### config.mk
export PLATFORM = sky130hd
export DESIGN_NAME = knockout_conc
export DESIGN_NICKNAME = d
export VERILOG_FILES = /design/src/rtl/kc_pkg.sv /design/src/rtl/kc_element.sv /design/src/rtl/kc_section.sv /design/src/rtl/kc_delay.sv /design/src/rtl/knockout_conc.sv
export SDC_FILE = /design/constraint.sdc
export NUM_CORES = 1
export LEC_CHECK = 0
export BUFFER_PORTS_ARGS = -buffer_cell sky130_fd_sc_hd__buf_4
export CAP_MARGIN = 20
export CORE_MARGIN = 2
export CORE_UTILIZATION = 50
export DETAILED_ROUTE_END_ITERATION = 10
export GPL_ROUTABILITY_DRIVEN = 1
export PLACE_DENSITY = 0.77
export RECOVER_POWER = 50
export SYNTH_ARGS = -nofsm -noshare
export SYNTH_HDL_FRONTEND = slang
export SYNTH_SLANG_ARGS = --single-unit
### constraint.sdc
create_clock -name clk -period 1.45 [get_ports clk]
set_input_delay 0.145 -clock clk [delete_from_list [all_inputs] [get_ports clk]]
set_output_delay 0.145 -clock clk [all_outputs]
set_load 0.02 [all_outputs]
### src/rtl/kc_pkg.sv
package kc_pkg;
  parameter int LANE_DW = 8;

  typedef struct packed {
    logic               valid;
    logic [LANE_DW-1:0] data;
  } lane_t;
endpackage

### src/rtl/kc_element.sv
// 2x2 contention element: the upper input wins whenever it is active.
module kc_element
  import kc_pkg::*;
(
  input  lane_t upper,
  input  lane_t lower,
  output lane_t win,
  output lane_t lose
);
  always_comb begin
    if (upper.valid) begin
      win  = upper;
      lose = lower;
    end else begin
      win  = lower;
      lose = '0;
    end
  end
endmodule

### src/rtl/kc_section.sv
// One tournament section: LANES-1 elements in a chain, registered outputs.
module kc_section
  import kc_pkg::*;
#(
  parameter int N     = 8,
  parameter int LANES = 8
)(
  input  logic  clk,
  input  logic  rst,
  input  lane_t in_l   [LANES],
  output lane_t win_q,
  output lane_t lose_q [N]
);
  lane_t carry  [LANES];
  lane_t lose_c [N];

  assign carry[0] = in_l[0];

  generate
    for (genvar j = 0; j < LANES - 1; j++) begin : g_elem
      kc_element u_elem (
        .upper (carry[j]),
        .lower (in_l[j+1]),
        .win   (carry[j+1]),
        .lose  (lose_c[j])
      );
    end
    for (genvar j = (LANES > 0 ? LANES - 1 : 0); j < N; j++) begin : g_tail
      assign lose_c[j] = '0;
    end
  endgenerate

  always_ff @(posedge clk) begin
    if (rst) begin
      win_q <= '0;
      for (int i = 0; i < N; i++) lose_q[i] <= '0;
    end else begin
      win_q  <= carry[LANES-1];
      lose_q <= lose_c;
    end
  end
endmodule

### src/rtl/kc_delay.sv
// Alignment delay line for an early section winner.
module kc_delay
  import kc_pkg::*;
#(
  parameter int DEPTH = 1
)(
  input  logic  clk,
  input  logic  rst,
  input  lane_t d,
  output lane_t q
);
  lane_t sr [DEPTH];

  always_ff @(posedge clk) begin
    if (rst) begin
      for (int i = 0; i < DEPTH; i++) sr[i] <= '0;
    end else begin
      sr[0] <= d;
      for (int i = 1; i < DEPTH; i++) sr[i] <= sr[i-1];
    end
  end

  assign q = sr[DEPTH-1];
endmodule

### src/rtl/knockout_conc.sv
module knockout_conc
  import kc_pkg::*;
#(
  parameter int N_IN      = 8,
  parameter int N_OUT     = 4,
  parameter int ADDR_W    = 3,
  parameter int THIS_PORT = 5,
  parameter int CNT_W     = $clog2(N_IN + 1)
)(
  input  logic                              clk,
  input  logic                              rst,
  input  logic [N_IN-1:0]                   in_valid,
  input  logic [N_IN-1:0][ADDR_W-1:0]       in_addr,
  input  logic [N_IN-1:0][LANE_DW-1:0]      in_data,
  output logic [N_OUT-1:0]                  out_valid,
  output logic [N_OUT-1:0][LANE_DW-1:0]     out_data,
  output logic [CNT_W-1:0]                  lost_cnt
);
  localparam logic [ADDR_W-1:0] PORT_SEL = THIS_PORT[ADDR_W-1:0];

  // stg[k] holds the lanes entering section k; stg[N_OUT] holds final losers
  lane_t stg   [N_OUT+1][N_IN];
  lane_t win_w [N_OUT];
  lane_t win_d [N_OUT];

  generate
    for (genvar i = 0; i < N_IN; i++) begin : g_filter
      assign stg[0][i] = {in_valid[i] && (in_addr[i] == PORT_SEL), in_data[i]};
    end

    for (genvar k = 0; k < N_OUT; k++) begin : g_sec
      kc_section #(.N(N_IN), .LANES(N_IN - k)) u_sec (
        .clk    (clk),
        .rst    (rst),
        .in_l   (stg[k][0:N_IN-k-1]),
        .win_q  (win_w[k]),
        .lose_q (stg[k+1])
      );
      if (k == N_OUT - 1) begin : g_last
        assign win_d[k] = win_w[k];
      end else begin : g_align
        kc_delay #(.DEPTH(N_OUT - 1 - k)) u_dly (
          .clk (clk),
          .rst (rst),
          .d   (win_w[k]),
          .q   (win_d[k])
        );
      end
      assign out_valid[k] = win_d[k].valid;
      assign out_data[k]  = win_d[k].data;
    end
  endgenerate

  always_comb begin
    lost_cnt = '0;
    for (int i = 0; i < N_IN; i++)
      lost_cnt = lost_cnt + CNT_W'(stg[N_OUT][i].valid);
  end
endmodule

==> impl_metrics.json <==
{
  "criticalPathCategory": "register to output port",
  "finalSetupViolCount": 9,
  "layout_common_cells": "249 x dfxtp_1, 150 x buf_4, 108 x and2_1, 62 x nor2b_1, 61 x nor2_1",
  "grt_max_degree": 41,
  "cts_tree": "yes",
  "gp_congestion": 0.963,
  "worst_slack_ps": -661,
  "multi_input_area_sq_mm": 0.00342,
  "hold_path_class": "input pin to register",
  "rows": 48,
  "num_io_pins": 138,
  "layout.nets": 1170,
  "die_h_um": 137,
  "drt-initial-drc-count": 296,
  "synth_edf_count": 0,
  "syn_to_final_growth_pct": 30.9,
  "drcViolationCount": 0,
  "synth.distinct_cells": 48,
  "core_sq_mm": 0.0173,
  "dp_hpwl_um": 15500,
  "num_vias": 6339,
  "clock_path_buffers": 3,
  "cp.arrival_ps": 1970,
  "required_ps": 1310,
  "path_clk_slew_ps": 60,
  "grt_usage": 0.222,
  "wl_per_cell_um": 15.7,
  "h-tree-depth": 1,
  "slowest_stage": "fa_1",
  "fin_area_sq_mm": 0.0116,
  "max_clock_freq_mhz": 474,
  "antenna_found_initial": 0,
  "port-buffer-count": 136,
  "layout-drive-gt1-share": 0.215,
  "dpl_cell_area_sq_mm": 0.0103,
  "layout_commonest_cell": "dfxtp_1",
  "worstMarginPinSlew_ps": 560,
  "cp-start-kind": "register",
  "async_flop_share": 0,
  "violations": "setup timing",
  "regArea_sq_mm": 0.00513,
  "ys_ff_latch": 256,
  "relSlewSlack": 0.626,
  "fin_crit_ps": 2110,
  "grt_first_pass_wirelength_um": 32100,
  "ir_worst_vdd_mv": 0.848,
  "wirelength_um": 20600,
  "fp.dieW_um": 137,
  "powerDensity_mw_per_mm2": 1220,
  "hold_viol": 0,
  "drv_slew": 0,
  "path_cells": "inv_2 > fa_1 > inv_2 > ha_4 > ha_4 > buf_6",
  "clock-sinks": 256,
  "max_cap_viol_count": 0,
  "setup_tns_ps": -2270,
  "grt_pass1_vias": 6321,
  "clockRootBuffer": "clkbuf_16",
  "fin_crit_sh": 1.46,
  "seq_area_frac_synth": 0.578,
  "path_delay_family": "adder cells",
  "numCtsBuffers": 24,
  "cp.buffers_inverters": 3,
  "ys_warn_count": 0,
  "overflow": 0,
  "max_stage_delay_ps": 540,
  "vias_per_cell": 4.84,
  "start_util": 0.513,
  "drt_first_pass_iters": 5,
  "netlist_instances": 859,
  "clock_latency_ps": 510,
  "n_fill_cell": 1354,
  "synthFlopType": "dfxtp_1",
  "synth_area_per_cell_sq_um": 10.3,
  "p_leak_nw": 4.73,
  "end_kind": "output port",
  "synth_area_sq_mm": 0.00887,
  "dieArea_sq_mm": 0.0188,
  "final.setup_skew_ps": 13.5,
  "antenna_cells": 0,
  "rsz0062_at_grt": "yes",
  "path_max_fanout": 1,
  "ant_nets": 0,
  "status": "finished with violations",
  "synth_fp_nets": 960
}
## cell families after synthesis
logic type,Yosys count,share of synthesized area
fa+ha+maj,3,0.00508
flops,256,0.578
other cells,1,0.000423
compound gates,124,0.0925
mux,34,0.0385
buf+inv,68,0.0413
simple gates,373,0.244
## area by class of cell
type,instances,area share
flip-flops and latches,256,0.442
multi-input cells,535,0.294
repair buffers,241,0.166
clock buffers,35,0.0631
well taps,225,0.0242
clock inverters,8,0.00625
inverters,11,0.00356
## timing repair
item	4_1_cts	5_1_grt
hold buffers	58	0
pin swaps	0	2
setup endpoints to repair	13	30
buffers inserted	0	0
endpoints found under the hold margin	61	0
gates resized for setup	10	10
## path summary, 6_finish.rpt
path         depth (start not counted)                                           to  slack (ps)                            startpoint
max reg2reg                          5           g_sec[3].u_sec.win_q[6]$_SDFF_PP0_        -130  g_sec[2].u_sec.lose_q[71]$_SDFF_PP0_
min                                  2  g_sec[1].g_align.u_dly.sr[0][15]$_SDFF_PP0_          10                                   rst
max                                  6                                  lost_cnt[1]        -660  g_sec[3].u_sec.lose_q[71]$_SDFF_PP0_
min reg2reg                          1   g_sec[2].g_align.u_dly.sr[0][1]$_SDFF_PP0_         430    g_sec[2].u_sec.win_q[1]$_SDFF_PP0_
## synth_stat cells, drive strengths merged, types with 2 or more instances
cell type    n  area share
and2       157        0.11
a22oi       12       0.010
a221o        3      0.0034
nor3        13       0.012
a31oi        3      0.0021
nor2        63       0.028
buf         44       0.031
o22ai       19       0.013
nor2b       63       0.045
dfxtp      256        0.58
nand2       43       0.018
a21oi       31       0.019
a31o         5      0.0049
a211oi      26       0.022
ha           2      0.0028
inv         11      0.0047
clkbuf      13      0.0055
and4b        3      0.0034
a221oi       5      0.0049
nor3b        3      0.0025
mux2i       33       0.037
and3         2      0.0014
o21ai       17      0.0096
nand3        9      0.0051
nand4b       8      0.0096
nand2b       5      0.0055
## flip-flops by register name, indices dropped and copies added (netlist names)
signal,cells
g_sec.u_sec.lose_q,166
g_sec.g_align.u_dly.sr,54
g_sec.u_sec.win_q,36
## power breakdown
part           total, mW  internal [mW]  switching, mW
Combinational      0.784          0.441          0.343
Sequential          7.22           7.16         0.0538
Clock               6.16           3.68           2.48
## metrics by stage
step,power [mW],util,cells,setup slack [ps],hold slack [ps]
floorplan,7.65,-,859,-42.3,267
global placement,8.03,0.594,1210,-143,358
CTS,14.3,0.676,1311,-684,3.70
finish,14.2,0.671,1311,-661,13.8
global route,14.6,0.671,1311,-726,14.3
detailed placement,8.04,0.594,1210,-153,361
## layer usage
| layer | track usage | part of all wire | vias to the layer above |
|---|---|---|---|
| met5 | 0 | 0 | - |
| met1 | 0.274 | 0.43 | 2775 |
| met3 | 0.0331 | 0.056 | 56 |
| li1 | - | - | 3258 |
| met4 | 0.107 | 0.045 | 0 |
| met2 | 0.379 | 0.47 | 250 |
Note: power is estimated with default switching activity, not from simulation.
